**config.mk**
```make
export PLATFORM = sky130hd
export DESIGN_NAME = dual_dac_regif
export DESIGN_NICKNAME = d
export VERILOG_FILES = /design/src/rtl/dacif_pkg.sv /design/src/rtl/dacif_rst_sync.sv /design/src/rtl/dacif_sampler.sv /design/src/rtl/dacif_chan.sv /design/src/rtl/dual_dac_regif.sv
export SDC_FILE = /design/constraint.sdc
export NUM_CORES = 1
export LEC_CHECK = 0
export ABC_AREA = 1
export BUFFER_PORTS_ARGS = -buffer_cell sky130_fd_sc_hd__buf_2
export CORE_MARGIN = 10
export CORE_UTILIZATION = 50
export CTS_BUF_LIST = sky130_fd_sc_hd__clkbuf_2 sky130_fd_sc_hd__clkbuf_4 sky130_fd_sc_hd__clkbuf_8
export CTS_CLUSTER_DIAMETER = 150
export DETAILED_ROUTE_END_ITERATION = 12
export PLACE_DENSITY = 0.74
export SETUP_SLACK_MARGIN = 0.5
export SYNTH_ARGS = -nofsm -noshare
export SYNTH_HDL_FRONTEND = slang
export SYNTH_SLANG_ARGS = --single-unit
```
**constraint.sdc**
```tcl
create_clock -name clk_i -period 1.3 [get_ports clk_i]
set_input_delay 0.26 -clock clk_i [delete_from_list [all_inputs] [get_ports clk_i]]
set_output_delay 0.26 -clock clk_i [all_outputs]
set_load 0.02 [all_outputs]
```
**src/rtl/dacif_pkg.sv**
```systemverilog
package dacif_pkg;

  // Encoding is {wr_n, ldac}.
  typedef enum logic [1:0] {
    MODE_STAGE = 2'b00,
    MODE_THRU  = 2'b01,
    MODE_HOLD  = 2'b10,
    MODE_COMMIT = 2'b11
  } mode_e;

  localparam int NUM_CH = 2;

  // Returns the channel mask {B, A}.
  function automatic logic [NUM_CH-1:0] chan_decode(input logic [1:0] addr);
    logic [NUM_CH-1:0] m;
    case (addr)
      2'd0:    m = 2'b01;
      2'd1:    m = 2'b00;
      2'd2:    m = 2'b11;
      default: m = 2'b10;
    endcase
    return m;
  endfunction

endpackage

```
**src/rtl/dacif_rst_sync.sv**
```systemverilog
module dacif_rst_sync (
  input  logic clk,
  input  logic rst_n,
  output logic run
);
  logic q1;

  always_ff @(posedge clk or negedge rst_n) begin
    if (!rst_n) begin
      q1  <= 1'b0;
      run <= 1'b0;
    end else begin
      q1  <= 1'b1;
      run <= q1;
    end
  end
endmodule

```
**src/rtl/dacif_sampler.sv**
```systemverilog
module dacif_sampler
  import dacif_pkg::*;
#(
  parameter int DATA_W = 16
) (
  input  logic              clk,
  input  logic              rst_n,
  input  logic              wr_n,
  input  logic              ldac,
  input  logic [1:0]        addr,
  input  logic [DATA_W-1:0] data,
  output mode_e             mode_q,
  output mode_e             mode_prev,
  output logic [NUM_CH-1:0] sel_q,
  output logic [DATA_W-1:0] data_q,
  output logic              commit_start
);

  always_ff @(posedge clk or negedge rst_n) begin
    if (!rst_n) begin
      mode_q    <= MODE_HOLD;
      mode_prev <= MODE_HOLD;
      sel_q     <= '0;
      data_q    <= '0;
    end else begin
      mode_q    <= mode_e'({wr_n, ldac});
      mode_prev <= mode_q;
      sel_q     <= chan_decode(addr);
      data_q    <= data;
    end
  end

  // A commit acts only on the cycle it first appears.
  assign commit_start = (mode_q == MODE_COMMIT) && (mode_prev != MODE_COMMIT);

endmodule

```
**src/rtl/dacif_chan.sv**
```systemverilog
module dacif_chan
  import dacif_pkg::*;
#(
  parameter int DATA_W = 16
) (
  input  logic              clk,
  input  logic              rst_n,
  input  logic              preset_ld,
  input  logic [DATA_W-1:0] preset_val,
  input  logic              sel,
  input  mode_e             mode,
  input  logic              commit_start,
  input  logic [DATA_W-1:0] data,
  output logic [DATA_W-1:0] out_word
);
  logic [DATA_W-1:0] stage_word;

  always_ff @(posedge clk or negedge rst_n) begin
    if (!rst_n) begin
      stage_word <= '0;
      out_word   <= '0;
    end else if (preset_ld) begin
      stage_word <= preset_val;
      out_word   <= preset_val;
    end else if (sel) begin
      case (mode)
        MODE_STAGE: stage_word <= data;
        MODE_THRU: begin
          stage_word <= data;
          out_word   <= data;
        end
        MODE_COMMIT: if (commit_start) out_word <= stage_word;
        default: ;
      endcase
    end
  end
endmodule

```
**src/rtl/dual_dac_regif.sv**
```systemverilog
module dual_dac_regif
  import dacif_pkg::*;
#(
  parameter int DATA_W = 16
) (
  input  logic              clk_i,
  input  logic              rst_ni,
  input  logic              preset_mid_i,
  input  logic              wr_ni,
  input  logic              ldac_i,
  input  logic [1:0]        chan_addr_i,
  input  logic [DATA_W-1:0] data_i,
  output logic [DATA_W-1:0] dac_a_o,
  output logic [DATA_W-1:0] dac_b_o
);
  localparam logic [DATA_W-1:0] MID_SCALE = {1'b1, {(DATA_W-1){1'b0}}};

  logic              run_w;
  mode_e             mode_q_w;
  mode_e             mode_prev_w;
  logic [NUM_CH-1:0] sel_w;
  logic [DATA_W-1:0] data_q_w;
  logic              commit_w;
  logic [DATA_W-1:0] preset_w;
  logic [DATA_W-1:0] word_w [NUM_CH];

  assign preset_w = preset_mid_i ? MID_SCALE : '0;

  dacif_rst_sync u_rst (
    .clk   (clk_i),
    .rst_n (rst_ni),
    .run   (run_w)
  );

  dacif_sampler #(.DATA_W(DATA_W)) u_smp (
    .clk          (clk_i),
    .rst_n        (rst_ni),
    .wr_n         (wr_ni),
    .ldac         (ldac_i),
    .addr         (chan_addr_i),
    .data         (data_i),
    .mode_q       (mode_q_w),
    .mode_prev    (mode_prev_w),
    .sel_q        (sel_w),
    .data_q       (data_q_w),
    .commit_start (commit_w)
  );

  for (genvar g = 0; g < NUM_CH; g++) begin : g_ch
    dacif_chan #(.DATA_W(DATA_W)) u_ch (
      .clk          (clk_i),
      .rst_n        (rst_ni),
      .preset_ld    (!run_w),
      .preset_val   (preset_w),
      .sel          (sel_w[g]),
      .mode         (mode_q_w),
      .commit_start (commit_w),
      .data         (data_q_w),
      .out_word     (word_w[g])
    );
  end

  assign dac_a_o = word_w[0];
  assign dac_b_o = word_w[1];

endmodule

```
==> results of run 1 <==
==> worst paths after layout <==
| check | start | end | slack (ns) |
|---|---|---|---|
| max in group asynchronous | rst_ni | u_smp.mode_prev[1] | 0.54 |
| setup reg to reg | u_smp.mode_q[1] | g_ch[1].u_ch.out_word[5] | -0.36 |
| min in group asynchronous | rst_ni | g_ch[0].u_ch.out_word[8] | 0.41 |
| hold / removal | data_i[14] | u_smp.data_q[14] | 0.003 |
| setup / recovery | u_smp.mode_q[1] | g_ch[1].u_ch.out_word[5] | -0.36 |
| hold reg to reg | u_rst.q1 | u_rst.run | 0.36 |
==> synth_stat cells (2+ instances only) <==
master and number:
inv_2 5, o21ai_1 30, dfrtp_1 86, clkbuf_1 6, a21oi_1 30, buf_2 9
nor3_4 2, nand3_4 2, buf_4 6, nand3_1 34, nand2_1 173, dfstp_2 2
nor2_4 2, buf_6 3
==> power by group through the flow <==
stage | sequential (W) | combinational (W) | clock (W)
3_3_place_gp | 0.00315 | 0.000888 | 0
6_report | 0.00322 | 0.00178 | 0.00214
3_5_place_dp | 0.00317 | 0.000908 | 0
4_1_cts | 0.00316 | 0.00145 | 0.00210
2_1_floorplan | 0.00326 | 0.000465 | 0
5_1_grt | 0.00324 | 0.00187 | 0.00226
==> sequential cells by signal (all words and copies together) (netlist names) <==
name and count:
g_ch.u_ch.out_word 32, g_ch.u_ch.stage_word 32, u_rst.q1 1, u_rst.run 1, u_smp.data_q 16, u_smp.mode_prev 2
u_smp.mode_q 2, u_smp.sel_q 2
==> stage by stage <==
stage               power (W)  instance area, sq um  hold WS (ns)    util
detailed placement   0.004074                  4080        0.2798  0.5686
global placement     0.004040                  4080        0.2754  0.5686
global route         0.007374                  5947     0.0001318  0.8288
finish               0.007143                  5947      0.003496  0.8288
CTS                  0.006706                  5451     0.0001951  0.7597
floorplan            0.003727                  3687      -0.03559       -
==> cell families (layout without fill, tap and decap cells) <==
| logic type | count (synthesis) | in the layout | synth area share |
|---|---|---|---|
| and+or+nand+nor | 217 | 217 | 0.2623 |
| DFF | 88 | 88 | 0.6065 |
| AOI/OAI and AO/OA | 60 | 60 | 0.08261 |
| buffers and inverters | 31 | 159 | 0.04750 |
| other | 1 | 1 | 0.001032 |
==> worst max-delay path: stages (launching register included) <==
cell and delay (ns):
dfstp_2 0.58, buf_6 0.12, buf_12 0.13, buf_12 0.13, nand3_1 0.09, a21oi_2 0.30
nand2_1 0.16, nand2_1 0.09
==> repair_timing <==
action                                  CTS  global route
cloned                                    8             1
pin swaps                                41            20
hold endpoints to repair                101             0
buffers inserted                         29            15
hold buffers                             16             0
gates resized for setup                 165            80
endpoints found under the setup margin   96            96
==> cell type report <==
type | instances | area [sq um]
fillers | 309 | 1229
inverters | 6 | 27.53
flip-flops and latches | 88 | 2206
well taps | 99 | 123.9
clock buffers | 10 | 137.6
multi-input cells | 278 | 1881
clock inverters | 5 | 81.33
repair buffers | 138 | 1490
==> routing by layer <==
metal / global-route usage / up-vias / share of wire
li1: - / 1542 / -
met1: 0.2615 / 1792 / 0.35
met2: 0.3338 / 341 / 0.47
met3: 0.04202 / 100 / 0.11
met4: 0.1245 / 0 / 0.070
met5: 0 / - / 0
==> results.cfg, run 1 <==
[cts]
clockBufferDepth = 2
cts_buffers = 9
cts_tree = built
htree_levels = 3
path_clk_slew_ns = 0.09
cts_sinks = 88
worst_skew_pair.late_latency_ns = 0.37
ctsRootBufferMaster = clkbuf_8

[min_path]
hold_path_class = input port to flop
whs_path_depth = 1

[finish]
n_antenna_cell = 0
mostFrequentLayoutCells = nand2_1 (122), dfrtp_1 (85), buf_4 (44)
area_growth_pct = 63.61
nets = 544
drive_gt1_frac = 0.5143
layout.cells.non_filler = 624
final_common_cell = nand2_1

[global_route]
grt_max_degree = 61
grt_first_pass_wirelength_um = 18980
first_global_vias = 3583
antenna_found_initial = 0
grt_use_total = 0.2105
overflow = 0

[timing]
finalCritPeriodShare = 1.275
report.final.slew_viol_count = 0
setup_viol = 64
min_period_ns = 1.657
setup_ws_ns = -0.3570
max_freq_ghz = 0.6035
final.setup.tns_ns = -8.961
final-hold-violation-count = 0
clock_skew_ns = 0.01836
rsz0062_at_grt = true

[setup_path]
crit_required_ns = 1.61
crit_fanout = 8
ff2ff_path_depth = 7
crit_path_start_kind = flop
crit_path_end_kind = flop
crit_type = flop to flop
arrival_ns = 1.97

[placement]
io_buffer_count = 54
dp_hpwl_um = 5728
place_ws_ns = -0.1513
post-place-cells = 540
globalplace.congestion = 0.8263

[routing]
postRouteAntennaNets = 0
routedWlPerCell_um = 23.04
dr.pass1.iters = 6
drt_iter0_markers = 430
viasPerCell = 6.050
drc = 0
vias = 3775
routed_wl_um = 14380

[synth]
synth_seq_cells = 88
ys_seq_area_frac = 0.6065
synth_area_sq_um = 3635
synth_edf_count = 0
syn_area_per_cell_sq_um = 9.156
synthCells = 397
synth_area_leaders = dfrtp_1 (59%), nand2_1 (18%), nand3_1 (4.7%), a21oi_1 (4.1%), o21ai_1 (4.1%)
synth_flop_cell = dfrtp_1
ys_types = 21
syn-num-nets = 420
yosysWarningCount = 0
synth_area_leader_cell = dfrtp_1
synth_top_area_share = 0.5921
async_reset_ff_frac = 1.000

[outcome]
violations = negative setup slack
status = complete, but fails checks

[power_and_ir_drop]
p_clk_frac = 0.299
power.switching_w = 0.002197
sw_frac_of_total = 0.3076
p_leak_nw = 2.918
comb_power_share = 0.250
irDropWorstVdd_mv = 0.6381
power.internal_w = 0.004946
power.share.sequential = 0.451
cellPowerDensity_nw_per_um2 = 1201

[floorplanning]
fp.coreArea_sq_um = 7176
die_y_um = 105.3
initial_utilization = 0.5065
std_cell_rows = 31
die_area_sq_um = 11080
die_w_um = 105.3
pin_count = 55

[job]
maxCapViolations = 0
(Power assumes the default switching activity.)
==> inputs of run 2 (changes only) <==
--- a/config.mk
+++ b/config.mk
@@ -7,6 +7,7 @@
 export LEC_CHECK = 0
 export ABC_AREA = 1
 export BUFFER_PORTS_ARGS = -buffer_cell sky130_fd_sc_hd__buf_2
+export CORE_ASPECT_RATIO = 1.1
 export CORE_MARGIN = 10
 export CORE_UTILIZATION = 50
 export CTS_BUF_LIST = sky130_fd_sc_hd__clkbuf_2 sky130_fd_sc_hd__clkbuf_4 sky130_fd_sc_hd__clkbuf_8
==> results.cfg, run 2 (same netlist as run 1, synthesis figures left out) <==
[placement]
dp_hpwl_um = 5723
place_ws_ns = -0.2318
globalplace.congestion = 0.8952
post-place-cells = 526
io_buffer_count = 54

[finish]
layout.cells.non_filler = 593
final_common_cell = nand2_1
drive_gt1_frac = 0.3622
nets = 526
n_antenna_cell = 0
seq_area_sq_um = 2205
multi_input_area_sq_um = 1474
area_growth_pct = 40.52
reg.largest.list = g_ch.u_ch.out_word: 32 flops, g_ch.u_ch.stage_word: 32 flops, u_smp.data_q: 16 flops
fillers = 474
mostFrequentLayoutCells = nand2_1 (152), dfrtp_1 (86), buf_6 (51)

[power_and_ir_drop]
irDropWorstVdd_mv = 0.7478
cellPowerDensity_nw_per_um2 = 1240
p_leak_nw = 2.548
power_w = 0.006331

[floorplanning]
die_w_um = 101.3
die_area_sq_um = 11080
initial_utilization = 0.5158
pin_count = 55
die_y_um = 109.4
std_cell_rows = 32
fp.coreArea_sq_um = 7047

[cts]
worst_skew_pair.late_latency_ns = 0.36
cts_buffers = 9
ctsRootBufferMaster = clkbuf_8
clockBufferDepth = 2
htree_levels = 3
cts_tree = built
path_clk_slew_ns = 0.08
cts_sinks = 88

[setup_path]
crit_fanout = 32
crit_chain = buf_12 > nand3_1 > a21oi_1 > nand2_2 > nand2_2
crit_path_start_kind = flop
arrival_ns = 1.71
max_stage_delay_ns = 0.64
crit_buf_inv = 1
crit_required_ns = 1.60
cp_common_cell = nand2_2
cp_top_family = flip-flops
crit_type = flop to flop
crit_path_end_kind = flop
cpMaxStageDelayCell = dfstp_2

[outcome]
status = complete, but fails checks
violations = negative setup slack

[timing]
clock_skew_ns = 0.006181
max_freq_ghz = 0.7085
setup_ws_ns = -0.1114
rsz0062_at_grt = true
final-hold-violation-count = 0
report.final.slew_viol_count = 0
min_period_ns = 1.411
setup_viol = 44
final.setup.tns_ns = -2.150
finalCritPeriodShare = 1.086

[global_route]
grt_max_degree = 35
overflow = 0
first_global_vias = 3257
antenna_found_initial = 0
grt_use_total = 0.1861
grt_first_pass_wirelength_um = 16190

[routing]
drt_iter0_markers = 396
dr.pass1.iters = 5
routedWlPerCell_um = 18.31
vias = 3324
viasPerCell = 5.605
postRouteAntennaNets = 0
routed_wl_um = 10860
drc = 0

[job]
maxCapViolations = 0

[min_path]
hold_path_class = input port to flop
## run 2: worst paths after layout
check / startpoint / end / slack (ns) / cells after the start
setup / recovery: u_smp.mode_q[1] / g_ch[0].u_ch.out_word[6] / -0.11 / 5
hold / removal: data_i[10] / u_smp.data_q[10] / 0.004 / 1
setup reg to reg: u_smp.mode_q[1] / g_ch[0].u_ch.out_word[6] / -0.11 / 5
hold reg to reg: u_rst.q1 / u_rst.run / 0.37 / 0
max in group asynchronous: rst_ni / g_ch[1].u_ch.out_word[7] / 0.61 / 3
min in group asynchronous: rst_ni / g_ch[1].u_ch.out_word[1] / 0.41 / 3
## run 2: routing by layer
layer  up-vias  part of all wire  GRT usage
li1       1494                 -          -
met1      1590              0.37     0.2210
met2       199              0.51     0.3194
met3        41             0.091    0.04018
met4         0             0.035    0.07769
met5         -                 0          0
## run 2: cell type report
cell class	count	share of cell area
multi-input cells	281	0.2886
clock inverters	3	0.002940
well taps	85	0.02082
inverters	6	0.005879
clock buffers	13	0.03381
repair buffers	117	0.2163
flip-flops and latches	88	0.4317
## run 2: through the flow
step                  util  hold slack, ns  cell area [sq um]
floorplan                -        -0.03559               3687
global placement    0.5712          0.2555               4025
detailed placement  0.5712          0.2565               4025
CTS                 0.6873        0.002435               4843
global route        0.7248       0.0005108               5107
finish              0.7248        0.003523               5107
## run 2: repair_timing
action                                 in CTS  in global routing
endpoints found under the hold margin      89                  1
setup endpoints to repair                  97                 98
pin swaps                                   5                 10
resized for setup                         108                 38
buffers inserted                           21                 13
hold buffers                                4                  1
cloned                                      9                  3
## run 2: power breakdown
part	switching (W)	total [W]	leakage (nW)	internal, W
sequential	0.000161	0.00314	1.11	0.00297
combinational	0.000761	0.00140	1.33	0.000642
clock	0.000929	0.00179	0.103	0.000864
total	0.00185	0.00633	2.55	0.00448
## run 2: worst register-to-register path, stage by stage (launching register included)
cell and delay [ns]:
dfstp_2 0.64, buf_12 0.22, nand3_1 0.12, a21oi_1 0.22
nand2_2 0.09, nand2_2 0.07
==> inputs of run 3 (changes only) <==
--- a/config.mk
+++ b/config.mk
@@ -10,7 +10,7 @@
 export CORE_ASPECT_RATIO = 1.1
 export CORE_MARGIN = 10
 export CORE_UTILIZATION = 50
-export CTS_BUF_LIST = sky130_fd_sc_hd__clkbuf_2 sky130_fd_sc_hd__clkbuf_4 sky130_fd_sc_hd__clkbuf_8
+export CTS_BUF_LIST = sky130_fd_sc_hd__clkbuf_16
 export CTS_CLUSTER_DIAMETER = 150
 export DETAILED_ROUTE_END_ITERATION = 12
 export PLACE_DENSITY = 0.74
==> results.cfg, run 3 (same netlist as run 1, synthesis figures left out) <==
[global_route]
grt_first_pass_wirelength_um = 17860
grt_max_degree = 35
overflow = 0
antenna_found_initial = 0
grt_use_total = 0.2102
first_global_vias = 3428

[setup_path]
cpMaxStageDelayCell = dfstp_4
max_stage_delay_ns = 0.70
crit_chain = buf_12 > nand3_1 > a21oi_1 > nand2_1 > nand2_1
arrival_ns = 1.83
cp_top_family = flip-flops
crit_type = flop to flop
crit_path_start_kind = flop
cp_common_cell = nand2_1
crit_path_end_kind = flop
crit_buf_inv = 1
crit_fanout = 16
crit_required_ns = 1.58

[job]
maxCapViolations = 0

[cts]
worst_skew_pair.late_latency_ns = 0.34
clockBufferDepth = 2
ctsRootBufferMaster = clkbuf_16
cts_sinks = 88
htree_levels = 3
cts_buffers = 9
cts_tree = built
path_clk_slew_ns = 0.06

[timing]
setup_viol = 64
max_freq_ghz = 0.6417
setup_ws_ns = -0.2584
hold_ws_ns = 0.02004
final-hold-violation-count = 0
finalCritPeriodShare = 1.199
min_period_ns = 1.558
clock_skew_ns = 0.004172
rsz0062_at_grt = true
report.final.slew_viol_count = 0

[min_path]
hold_path_class = input port to flop

[placement]
globalplace.congestion = 0.8952
io_buffer_count = 54
dp_hpwl_um = 5723
place_area_sq_um = 4025

[routing]
routed_wl_um = 13250
vias = 3590
drt_iter0_markers = 403
drc = 0
routedWlPerCell_um = 22.39
dr.pass1.iters = 6
postRouteAntennaNets = 0
viasPerCell = 6.064

[power_and_ir_drop]
p_leak_nw = 2.786
cellPowerDensity_nw_per_um2 = 1274
irDropWorstVdd_mv = 0.8757

[finish]
area_growth_pct = 53.94
drive_gt1_frac = 0.5069
n_antenna_cell = 0
reg.largest.list = g_ch.u_ch.out_word: 32 flops, g_ch.u_ch.stage_word: 32 flops, u_smp.data_q: 16 flops
fin_area_sq_um = 5595
mostFrequentLayoutCells = nand2_1 (102), dfrtp_1 (86), nand2_2 (54)
final_common_cell = nand2_1
final_core_util = 0.7940
nets = 525

[floorplanning]
initial_utilization = 0.5158
pin_count = 55
std_cell_rows = 32
die_w_um = 101.3
fp.coreArea_sq_um = 7047
die_area_sq_um = 11080
die_y_um = 109.4

[outcome]
violations = negative setup slack
status = complete, but fails checks
run 3: cell types whose count changed in the layout (fill, tap and decap cells not counted), sizes merged:
cell | previous run | this run
inv | 6 | 7
dlygate4sd3 | 5 | 1
clkinv | 3 | 6
clkbuf | 13 | 12
run 3: stage by stage:
stage,setup slack (ns),power (W),setup TNS (ns),std cells
global placement,-0.1787,0.004028,-5.520,526
finish,-0.2584,0.007130,-7.334,592
detailed placement,-0.2318,0.004055,-7.191,526
floorplan,0.01728,0.003727,0,397
global route,-0.3311,0.007351,-9.406,592
CTS,-0.07832,0.006732,-2.649,576
run 3: path summary, 6_finish.rpt:
check / slack [ns] / endpoint / cells past startpoint / start
max in group asynchronous: 0.60 / u_smp.data_q[5] / 3 / rst_ni
setup reg to reg: -0.26 / g_ch[1].u_ch.out_word[11] / 5 / u_smp.mode_q[1]
hold / removal: 0.02 / u_smp.mode_q[1] / 1 / wr_ni
min in group asynchronous: 0.44 / g_ch[0].u_ch.stage_word[2] / 3 / rst_ni
hold reg to reg: 0.36 / u_rst.run / 0 / u_rst.q1
setup / recovery: -0.26 / g_ch[1].u_ch.out_word[11] / 5 / u_smp.mode_q[1]
run 3: final cells by class:
type	instances	area, sq um
well taps	85	106.4
clock inverters	7	30.03
clock buffers	9	225.2
flip-flops and latches	88	2208
repair buffers	116	1226
inverters	6	27.53
fillers	384	1451
multi-input cells	281	1772
run 3: power breakdown:
part / total [W] / leakage, nW / internal [W] / switching [W]
Sequential: 0.00319 / 1.11 / 0.00298 / 0.000213
Clock: 0.00230 / 0.133 / 0.00126 / 0.00104
Combinational: 0.00163 / 1.54 / 0.000743 / 0.000891
Total: 0.00713 / 2.79 / 0.00498 / 0.00215
run 3: metal layers:
layer | wire [um] | track usage | share of wire | vias up
met5 | 0 | 0 | 0 | -
met2 | 6398 | 0.3557 | 0.48 | 272
met4 | 942 | 0.1155 | 0.071 | 0
met3 | 1243 | 0.05148 | 0.094 | 84
met1 | 4668 | 0.2392 | 0.35 | 1722
li1 | - | - | - | 1512
run 3: worst reg2reg max path: cells and delay by family (launching register included):
kind | cells | cell delay (ns)
AOI/OAI and AO/OA | 1 | 0.33
and+or+nand+nor | 3 | 0.29
DFF | 1 | 0.70
buffers and inverters | 1 | 0.17
run 3: timing repair:
action | 4_1_cts | 5_1_grt
gates resized for setup | 134 | 104
hold endpoints to repair | 86 | 0
hold buffers | 1 | 0
cloned | 11 | 3
buffers inserted | 22 | 13
pin swaps | 23 | 18
endpoints found under the setup margin | 97 | 98
